==> config.mk <==
export PLATFORM = sky130hd
export DESIGN_NAME = rtc_hold_core
export DESIGN_NICKNAME = d
export VERILOG_FILES = /design/src/rtl/rtc_hold_pkg.sv /design/src/rtl/rtc_bcd_stage.sv /design/src/rtl/rtc_time_chain.sv /design/src/rtl/rtc_hold_mirror.sv /design/src/rtl/rtc_update_flag.sv /design/src/rtl/rtc_hold_core.sv
export SDC_FILE = /design/constraint.sdc
export NUM_CORES = 1
export LEC_CHECK = 0
export ABC_AREA = 1
export BUFFER_PORTS_ARGS = -buffer_cell sky130_fd_sc_hd__buf_2
export CORE_UTILIZATION = 45
export DETAILED_ROUTE_END_ITERATION = 10
export GPL_TIMING_DRIVEN = 0
export PLACE_DENSITY = 0.7
export SYNTH_ARGS = -nofsm -noshare
export SYNTH_HDL_FRONTEND = slang
export SYNTH_SLANG_ARGS = --single-unit
==> constraint.sdc <==
create_clock -name clk -period 2.4 [get_ports clk]
set_clock_uncertainty 0.2 [all_clocks]
set_input_delay 0.12 -clock clk [delete_from_list [all_inputs] [get_ports clk]]
set_output_delay 0.12 -clock clk [all_outputs]
set_load 0.02 [all_outputs]
==> src/rtl/rtc_hold_pkg.sv <==
// Package: shared constants and BCD helpers for the RTC hold core.
// Assumes four counter stages ordered hundredths, seconds, minutes, hours.
package rtc_hold_pkg;

    localparam int DATA_W     = 8;
    localparam int ADDR_W     = 4;
    localparam int NUM_STAGES = 4;
    localparam int NUM_TIME   = NUM_STAGES - 1;

    localparam logic [ADDR_W-1:0] ADDR_HUN  = 4'h0;
    localparam logic [ADDR_W-1:0] ADDR_SEC  = 4'h1;
    localparam logic [ADDR_W-1:0] ADDR_MIN  = 4'h2;
    localparam logic [ADDR_W-1:0] ADDR_HR   = 4'h3;
    localparam logic [ADDR_W-1:0] ADDR_CTRL = 4'hD;
    localparam logic [ADDR_W-1:0] ADDR_FLAG = 4'hE;

    typedef logic [DATA_W-1:0] bcd_byte_t;

    // Upper limit of each stage in BCD.
    function automatic bcd_byte_t stage_max(input int idx);
        case (idx)
            0:       return 8'h99;
            1:       return 8'h59;
            2:       return 8'h59;
            default: return 8'h23;
        endcase
    endfunction

    // Bits kept when the host writes a stage.
    function automatic bcd_byte_t stage_mask(input int idx);
        case (idx)
            0:       return 8'hFF;
            1:       return 8'h7F;
            2:       return 8'h7F;
            default: return 8'h3F;
        endcase
    endfunction

    // Two-digit BCD increment (the caller handles the wrap).
    function automatic bcd_byte_t bcd_inc(input bcd_byte_t v);
        bcd_byte_t r;
        if (v[3:0] >= 4'd9) begin
            r = {v[7:4] + 4'd1, 4'd0};
        end else begin
            r = {v[7:4], v[3:0] + 4'd1};
        end
        return r;
    endfunction

endpackage

==> src/rtl/rtc_bcd_stage.sv <==
// Module: one two-digit BCD counter stage with a host load.
// Counts from 0 to MAX_VAL on inc_i and raises carry_o in the wrap cycle.
// A load has priority over an increment in the same cycle and suppresses
// the carry. Assumes the loaded value is valid BCD.
module rtc_bcd_stage
    import rtc_hold_pkg::*;
#(
    parameter logic [DATA_W-1:0] MAX_VAL    = 8'h59,
    parameter logic [DATA_W-1:0] FIELD_MASK = 8'h7F
) (
    input  logic              clk,
    input  logic              rst_n,
    input  logic              inc_i,
    input  logic              ld_i,
    input  logic [DATA_W-1:0] ld_val_i,
    output logic [DATA_W-1:0] val_o,
    output logic              carry_o
);

    logic [DATA_W-1:0] val_q;
    logic              at_max;

    assign at_max = (val_q == MAX_VAL);

    // Counter register: reset, then host load, then increment with wrap.
    always_ff @(posedge clk) begin
        if (!rst_n) begin
            val_q <= '0;
        end else if (ld_i) begin
            val_q <= ld_val_i & FIELD_MASK;
        end else if (inc_i) begin
            val_q <= at_max ? '0 : bcd_inc(val_q);
        end
    end

    // Carry out to the next stage when this stage wraps.
    always_comb begin
        carry_o = inc_i & ~ld_i & at_max;
    end

    assign val_o = val_q;

endmodule

==> src/rtl/rtc_time_chain.sv <==
// Module: chain of BCD stages for hundredths, seconds, minutes and hours.
// Stage 0 advances on the tick. Each later stage advances on the carry
// of the stage before it.
module rtc_time_chain
    import rtc_hold_pkg::*;
(
    input  logic                              clk,
    input  logic                              rst_n,
    input  logic                              tick_i,
    input  logic [NUM_STAGES-1:0]             ld_vec_i,
    input  logic [DATA_W-1:0]                 ld_val_i,
    output logic [NUM_STAGES-1:0][DATA_W-1:0] count_o,
    output logic [NUM_STAGES-1:0]             carry_o
);

    logic [NUM_STAGES:0] inc_chain;

    // Increment source of stage 0 is the 100 Hz tick.
    always_comb begin
        inc_chain[0] = tick_i;
    end

    for (genvar i = 0; i < NUM_STAGES; i++) begin : g_stage
        rtc_bcd_stage #(
            .MAX_VAL    (stage_max(i)),
            .FIELD_MASK (stage_mask(i))
        ) stage_i (
            .clk      (clk),
            .rst_n    (rst_n),
            .inc_i    (inc_chain[i]),
            .ld_i     (ld_vec_i[i]),
            .ld_val_i (ld_val_i),
            .val_o    (count_o[i]),
            .carry_o  (carry_o[i])
        );
        assign inc_chain[i+1] = carry_o[i];
    end

endmodule

==> src/rtl/rtc_hold_mirror.sv <==
// Module: visible copy of seconds, minutes and hours.
// Follows the live time one clock behind while hold_i is low and freezes
// while it is high. Assumes hold_i is synchronous to clk.
module rtc_hold_mirror
    import rtc_hold_pkg::*;
#(
    parameter int NUM = NUM_TIME
) (
    input  logic                       clk,
    input  logic                       rst_n,
    input  logic                       hold_i,
    input  logic [NUM-1:0][DATA_W-1:0] live_i,
    output logic [NUM-1:0][DATA_W-1:0] vis_o
);

    logic [NUM-1:0][DATA_W-1:0] vis_q;

    // Copy the live time whenever no host transaction is open.
    always_ff @(posedge clk) begin
        if (!rst_n) begin
            vis_q <= '0;
        end else if (!hold_i) begin
            vis_q <= live_i;
        end
    end

    assign vis_o = vis_q;

endmodule

==> src/rtl/rtc_update_flag.sv <==
// Module: update-period select bit and sticky update flag.
// The flag is set on a seconds advance (sel = 0) or a minutes advance
// (sel = 1). Writing 0 clears it; a set in the same cycle wins.
module rtc_update_flag (
    input  logic clk,
    input  logic rst_n,
    input  logic sec_evt_i,
    input  logic min_evt_i,
    input  logic sel_wr_i,
    input  logic sel_val_i,
    input  logic flag_clr_i,
    output logic sel_o,
    output logic flag_o
);

    logic sel_q;
    logic flag_q;
    logic set_evt;

    // Pick the event that matches the selected period.
    always_comb begin
        set_evt = sel_q ? min_evt_i : sec_evt_i;
    end

    // Period select register.
    always_ff @(posedge clk) begin
        if (!rst_n) begin
            sel_q <= 1'b0;
        end else if (sel_wr_i) begin
            sel_q <= sel_val_i;
        end
    end

    // Sticky flag: a set takes priority over a host clear.
    always_ff @(posedge clk) begin
        if (!rst_n) begin
            flag_q <= 1'b0;
        end else if (set_evt) begin
            flag_q <= 1'b1;
        end else if (flag_clr_i) begin
            flag_q <= 1'b0;
        end
    end

    assign sel_o  = sel_q;
    assign flag_o = flag_q;

endmodule

==> src/rtl/rtc_hold_core.sv <==
// Module: top of the RTC core with host access hold.
// Decodes host writes, runs the counter chain, keeps the frozen visible
// time and drives the read mux. Reads are combinational on addr_i.
// Assumes all inputs are synchronous to clk.
module rtc_hold_core
    import rtc_hold_pkg::*;
(
    input  logic              clk,
    input  logic              rst_n,
    input  logic              tick_100hz_i,
    input  logic              host_ce_i,
    input  logic              wr_en_i,
    input  logic [3:0]        addr_i,
    input  logic [7:0]        wdata_i,
    output logic [7:0]        rdata_o
);

    logic [NUM_STAGES-1:0][DATA_W-1:0] count;
    logic [NUM_STAGES-1:0]             carry;
    logic [NUM_STAGES-1:0]             ld_vec;
    logic [NUM_TIME-1:0][DATA_W-1:0]   live_time;
    logic [NUM_TIME-1:0][DATA_W-1:0]   vis_time;
    logic                              sel_wr;
    logic                              flag_clr;
    logic                              upd_sel;
    logic                              upd_flag;

    // Write decode for the counter stages.
    always_comb begin
        for (int i = 0; i < NUM_STAGES; i++) begin
            ld_vec[i] = wr_en_i && (addr_i == ADDR_W'(i));
        end
    end

    // Write decode for the control and flag registers.
    always_comb begin
        sel_wr   = wr_en_i && (addr_i == ADDR_CTRL);
        flag_clr = wr_en_i && (addr_i == ADDR_FLAG) && !wdata_i[0];
    end

    rtc_time_chain chain_i (
        .clk      (clk),
        .rst_n    (rst_n),
        .tick_i   (tick_100hz_i),
        .ld_vec_i (ld_vec),
        .ld_val_i (wdata_i),
        .count_o  (count),
        .carry_o  (carry)
    );

    assign live_time = count[NUM_STAGES-1:1];

    rtc_hold_mirror #(.NUM(NUM_TIME)) mirror_i (
        .clk    (clk),
        .rst_n  (rst_n),
        .hold_i (host_ce_i),
        .live_i (live_time),
        .vis_o  (vis_time)
    );

    rtc_update_flag flag_i (
        .clk        (clk),
        .rst_n      (rst_n),
        .sec_evt_i  (carry[0]),
        .min_evt_i  (carry[1]),
        .sel_wr_i   (sel_wr),
        .sel_val_i  (wdata_i[0]),
        .flag_clr_i (flag_clr),
        .sel_o      (upd_sel),
        .flag_o     (upd_flag)
    );

    // Read mux: live hundredths, frozen time, control and flag bits.
    always_comb begin
        case (addr_i)
            ADDR_HUN:  rdata_o = count[0];
            ADDR_SEC:  rdata_o = vis_time[0];
            ADDR_MIN:  rdata_o = vis_time[1];
            ADDR_HR:   rdata_o = vis_time[2];
            ADDR_CTRL: rdata_o = {7'd0, upd_sel};
            ADDR_FLAG: rdata_o = {7'd0, upd_flag};
            default:   rdata_o = '0;
        endcase
    end

endmodule

==> reports/results.tsv, run 1 <==
metric	value	unit
grt_max_degree	11	
clock-sinks	58	
drv_cap	0	
synth.yosys.seq_area_share	0.336	
p_total	2.04	mW
place.port_buffers	22	
gp_congestion	0.888	
syn_inst	490	
ir_worst_vdd	321	µV
grt.total_usage	0.255	
drt_iter0_markers	260	
hold_viol_final	0	
r2r_slack	0.25	ns
ys.warnings.count	0	
final_antenna_net_count	0	
drive_gt1_frac	0.134	
cts_max_path_buffers	2	
dieArea	8030	µm²
max_freq	0.463	GHz
setup_violations	0	
critPathLaunch	addr_i[0]	
relSlewSlack	0.551	
fin_util	0.543	
grt_pass1_vias	3152	
worstPathRequired	2.49	ns
n_antenna_cell	0	
synth_top_area_cell	dfxtp_1	
firstDrtPassIters	5	
drt-total-wl	9.58	mm
synthTopCellsByArea	dfxtp_1, nand2_1, ha_1	
timing.final.crit_share	0.899	
cts_setup_buffers	0	
die_x	89.6	µm
vias	3480	
final_cells	638	
cp.arrival	2.24	ns
ys_ff_latch	58	
hold_depth	3	
synth_top_area_frac	0.336	
grt-ovfl-total	0	
start_util	0.471	
clk_pin_slew	0.07	ns
post-route-min-period	2.16	ns
placed_cells	611	
grt_setup_unrepaired	false	
cts-resized-gates	0	
r2r_end	chain_i.g_stage[3].stage_i.val_o[4]$_SDFFE_PN0P_	
cts_max_level	3	
numCtsBuffers	9	
end_kind	flop	
syn2layout_area_growth	15.3	%
syn-num-nets	527	
cp_max_fo	4	
nNetsFinal	571	
hp-class	in2reg	
routedWlPerCell	15.0	µm
avgViaCountPerCell	5.45	
grt_pass1_wl	15.1	mm
status	complete, no violations	
core	7330	µm²
synth_cell_type_count	36	
synth_area	3450	µm²
cts_root_buf	clkbuf_8	
worst_pin_slew	0.674	ns
antenna_found_initial	0	
reg2regPathDepth	9	
critPathLaunchType	primary input	
synth.avg_cell_area	7.05	µm²
fp.dieH	89.6	µm
crit_type	in2reg	
tns	0	ns
cts_tree	done	
drc	0	
num_rows	31	
cp-endpoint	flag_i.sel_o$_SDFFE_PN0P_	
hpwl	7.27	mm
p_leak	1.70	nW
clk_latency	0.34	ns
powerDensity	512	nW/µm²
io_pins	25	
rr_startpoint	chain_i.g_stage[0].stage_i.val_o[1]$_SDFFE_PN0P_	
slew_violations	0	
-- layer usage --
| layer | part of all wire | global-route usage | vias up | wire [µm] |
|---|---|---|---|---|
| li1 | - | - | 1727 | - |
| met1 | 0.44 | 0.321 | 1583 | 4230 |
| met2 | 0.44 | 0.414 | 148 | 4240 |
| met3 | 0.088 | 0.0750 | 22 | 844 |
| met4 | 0.027 | 0.0967 | 0 | 263 |
| met5 | 0 | 0 | - | 0 |
-- layout by cell type, fill, tap and decap left out, drive strengths merged, types with 6 or more instances in the layout --
| cell type | count |
|---|---|
| dlygate4sd3 | 11 |
| nand4 | 6 |
| buf | 27 |
| nand2 | 100 |
| nor2 | 42 |
| xor2 | 11 |
| nand3 | 48 |
| o21ai | 44 |
| clkbuf | 25 |
| nor3 | 7 |
| ha | 20 |
| dfxtp | 58 |
| inv | 60 |
| a21oi | 49 |
-- report_power, final --
part           switching (mW)  leakage (nW)  total, mW  internal, mW
clock                   0.376        0.0965      0.833         0.457
sequential             0.0188         0.472       1.01         0.989
combinational           0.132          1.13      0.197        0.0645
-- through the flow --
stage          hold WS (ns)  area (µm²)  setup slack [ns]
2_1_floorplan        0.0813        3450             0.613
3_3_place_gp          0.197        3690             0.257
3_5_place_dp          0.210        3690             0.269
4_1_cts              0.0196        3980             0.257
5_1_grt              0.0423        3980             0.107
6_report             0.0264        3980             0.242
-- worst max-delay path: stages --
cell and delay, ns:
buf_2 0.12, inv_1 0.10, nor4_1 0.48, nand3_1 0.11, dlygate4sd3_1 0.58, a21oi_1 0.16
dlygate4sd3_1 0.57
-- area by class of cell --
class / instances / area (µm²)
plain buffers: 16 / 78.8
flip-flops and latches: 58 / 1160
well taps: 99 / 124
fillers: 708 / 3350
inverters: 60 / 225
multi-input cells: 356 / 1990
clock inverters: 2 / 10.0
repair buffers: 33 / 220
clock buffers: 14 / 173
-- sequential cells by signal, indices dropped and copies added, names as in the netlist --
| signal | cells |
|---|---|
| chain_i.g_stage.stage_i.val_o | 32 |
| flag_i.flag_o | 1 |
| flag_i.sel_o | 1 |
| mirror_i.vis_o | 24 |
-- repair_timing --
item | 4_1_cts | 5_1_grt
endpoints found under the hold margin | 16 | 0
endpoints found under the setup margin | 0 | 0
hold buffers | 11 | 0
-- cell usage after synthesis --
cell type	n
nand2_1	92
xnor2_1	2
nand2_4	3
a21oi_2	2
nor2_1	36
a21oi_1	47
o221ai_1	1
dfxtp_1	58
o2111ai_1	5
o21ai_1	2
nand3_1	45
o21bai_1	1
o21ai_0	41
nor2_4	2
buf_2	3
xor2_1	11
inv_1	52
a31oi_1	5
inv_2	8
o21ai_2	1
o22ai_1	5
nand2_2	5
ha_1	20
or2_2	2
nor3_4	1
nor3_1	6
nand3_2	2
nand3_4	1
nand4_1	6
o31ai_1	2
nor2_2	3
clkbuf_1	11
nor4_1	1
nor2_8	1
nand3b_1	5
buf_6	2
-- worst min-delay path by stage --
stage                    start                                          endpoint  slack [ns]
detailed placement  wdata_i[7]  chain_i.g_stage[0].stage_i.val_o[7]$_SDFFE_PN0P_        0.21
finish                   rst_n  chain_i.g_stage[3].stage_i.val_o[6]$_SDFFE_PP0P_        0.03
global route             rst_n  chain_i.g_stage[3].stage_i.val_o[6]$_SDFFE_PP0P_        0.04
floorplan           wdata_i[2]  chain_i.g_stage[0].stage_i.val_o[2]$_SDFFE_PN0P_        0.08
CTS                      rst_n  chain_i.g_stage[3].stage_i.val_o[6]$_SDFFE_PP0P_        0.02
global placement    wdata_i[7]  chain_i.g_stage[0].stage_i.val_o[7]$_SDFFE_PN0P_        0.20
-- logic make-up after synthesis --
group	after synthesis	share of synthesized area
DFF	58	0.336
AOI/OAI and AO/OA	112	0.178
xor gates and xnor gates	13	0.0330
adders and majority gates	20	0.0725
buffers and inverters	76	0.0880
and+or+nand+nor	211	0.292
(Power assumes the default switching activity.)
==> run 2: changes to the inputs <==
--- a/config.mk
+++ b/config.mk
@@ -7,6 +7,7 @@
 export LEC_CHECK = 0
 export ABC_AREA = 1
 export BUFFER_PORTS_ARGS = -buffer_cell sky130_fd_sc_hd__buf_2
+export CORE_ASPECT_RATIO = 0.75
 export CORE_UTILIZATION = 45
 export DETAILED_ROUTE_END_ITERATION = 10
 export GPL_TIMING_DRIVEN = 0
==> reports/results.tsv, run 2 (synthesis results as in run 1) <==
metric	value	unit	change
whs	0.0245	ns	-0.00196 ns
gp_congestion	0.952		+7.2%
grt_pass1_vias	3195		+1.4%
die_x	103	µm	+15%
hold_viol_final	0		unchanged
grt-ovfl-total	0		unchanged
clk_latency	0.35	ns	about the same
fp.dieH	77.9	µm	-13%
grt_max_degree	11		unchanged
numCtsBuffers	9		unchanged
cts_root_buf	clkbuf_8		
final_cell_mix	nand2_1, dfxtp_1, inv_1, a21oi_1, nand3_1		
drc	0		unchanged
start_util	0.467		-0.00430
vias	3575		+2.7%
avgViaCountPerCell	5.60		+2.7%
status	complete, no violations		
layout_commonest_cell	nand2_1		
drv_cap	0		unchanged
worstPathRequired	2.49	ns	about the same
timing.final.crit_share	0.924		+0.0254
drt-total-wl	10.2	mm	+6.4%
grt_pass1_wl	16.1	mm	+6.8%
dieArea	8030	µm²	about the same
hold_depth	5		+2
antenna_found_initial	0		unchanged
hp-class	in2reg		
drive_gt1_frac	0.132		-0.00136
ir_worst_vdd	284	µV	-12%
rr_startpoint	chain_i.g_stage[1].stage_i.val_o[1]$_SDFFE_PN0P_		
grt.total_usage	0.268		+0.0128
end_kind	flop		
r2r_slack	0.29	ns	+0.04 ns
clk_pin_slew	0.07	ns	about the same
n_antenna_cell	0		unchanged
reg2regPathDepth	9		unchanged
post-route-min-period	2.22	ns	+0.0608 ns
hpwl	7.59	mm	+4.4%
setup_violations	0		unchanged
worst_pin_slew	0.697	ns	+0.0235 ns
fillers	725		+2.4%
io_pins	25		unchanged
tns	0	ns	unchanged
p_total	2.10	mW	+2.9%
cts_max_level	3		unchanged
whs_endpoint	chain_i.g_stage[0].stage_i.val_o[1]$_SDFFE_PN0P_		
place.port_buffers	22		unchanged
cp.arrival	2.31	ns	+0.07 ns
clock-sinks	58		unchanged
relSlewSlack	0.535		-0.0156
firstDrtPassIters	5		unchanged
cts_setup_buffers	0		unchanged
cp_max_fo	4		unchanged
largest_reg_flops	32		unchanged
routedWlPerCell	16.0	µm	+6.4%
cts_max_path_buffers	2		unchanged
powerDensity	527	nW/µm²	+3.0%
syn2layout_area_growth	15.1	%	
crit_type	in2reg		
slew_violations	0		unchanged
num_rows	27		-13%
max_freq	0.451	GHz	-2.7%
critPathLaunchType	primary input		
fin_util	0.537		-0.00563
cts-resized-gates	0		unchanged
drt_iter0_markers	249		-4.2%
core	7400	µm²	+0.92%
cts_tree	done		
min_from	tick_100hz_i		
nNetsFinal	570		-0.18%
setup_slack	0.182	ns	-0.0608 ns
grt_setup_unrepaired	false		
final_antenna_net_count	0		unchanged
place_ws	0.310	ns	+0.0408 ns
r2r_end	chain_i.g_stage[3].stage_i.val_o[7]$_SDFFE_PP0P_		
p_leak	1.70	nW	-0.26%
run 2: changes by cell type in the layout (fill, tap and decap cells not counted), sizes merged:
cell / previous run / this run
dlygate4sd3: 11 / 10
bufinv: 0 / 1
clkbuf: 25 / 23
run 2: critical path, cell delays in order:
cell and delay, ns:
buf_2 0.11, inv_1 0.10, nor4_1 0.52, nand3_1 0.15
dlygate4sd3_1 0.59, a21oi_1 0.15, dlygate4sd3_1 0.56
run 2: through the flow:
| stage | std cells | area [µm²] |
|---|---|---|
| 5_1_grt | 638 | 3980 |
| 2_1_floorplan | 490 | 3450 |
| 4_1_cts | 638 | 3980 |
| 6_report | 638 | 3980 |
| 3_5_place_dp | 613 | 3690 |
| 3_3_place_gp | 613 | 3690 |
run 2: report_power, final:
group	total (mW)	internal, mW	switching (mW)
combinational	0.198	0.0633	0.135
clock	0.890	0.499	0.391
sequential	1.01	0.989	0.0197
run 2: timing repair:
action,CTS,global route
endpoints found under the setup margin,0,0
hold endpoints to repair,17,0
hold buffers,10,0
run 2: worst max-delay path by stage:
stage / from / endpoint / depth (start not counted)
floorplan: chain_i.g_stage[0].stage_i.val_o[1]$_SDFFE_PN0P_ / chain_i.g_stage[3].stage_i.val_o[7]$_SDFFE_PP0P_ / 9
global placement: chain_i.g_stage[0].stage_i.val_o[1]$_SDFFE_PN0P_ / chain_i.g_stage[3].stage_i.val_o[7]$_SDFFE_PP0P_ / 9
detailed placement: chain_i.g_stage[0].stage_i.val_o[1]$_SDFFE_PN0P_ / chain_i.g_stage[3].stage_i.val_o[7]$_SDFFE_PP0P_ / 9
CTS: addr_i[0] / flag_i.sel_o$_SDFFE_PN0P_ / 7
global route: addr_i[0] / flag_i.sel_o$_SDFFE_PN0P_ / 7
finish: addr_i[0] / flag_i.sel_o$_SDFFE_PN0P_ / 7
run 2: per-layer routing:
metal | GRT usage | wire [µm] | share of wire | vias up
li1 | - | - | - | 1713
met5 | 0 | 0 | 0 | -
met2 | 0.391 | 4310 | 0.42 | 155
met4 | 0.0831 | 220 | 0.022 | 0
met1 | 0.383 | 4860 | 0.48 | 1681
met3 | 0.0685 | 799 | 0.078 | 26
run 2: area by class of cell:
cell class,count,area [µm²],area share
Buffer,16,78.8,0.0198
Clock inverter,3,40.0,0.0101
Clock buffer,12,145,0.0365
Multi-Input combinational cell,356,1990,0.500
Tap cell,101,126,0.0318
Sequential cell,58,1160,0.292
Timing Repair Buffer,32,210,0.0529
Inverter,60,225,0.0567
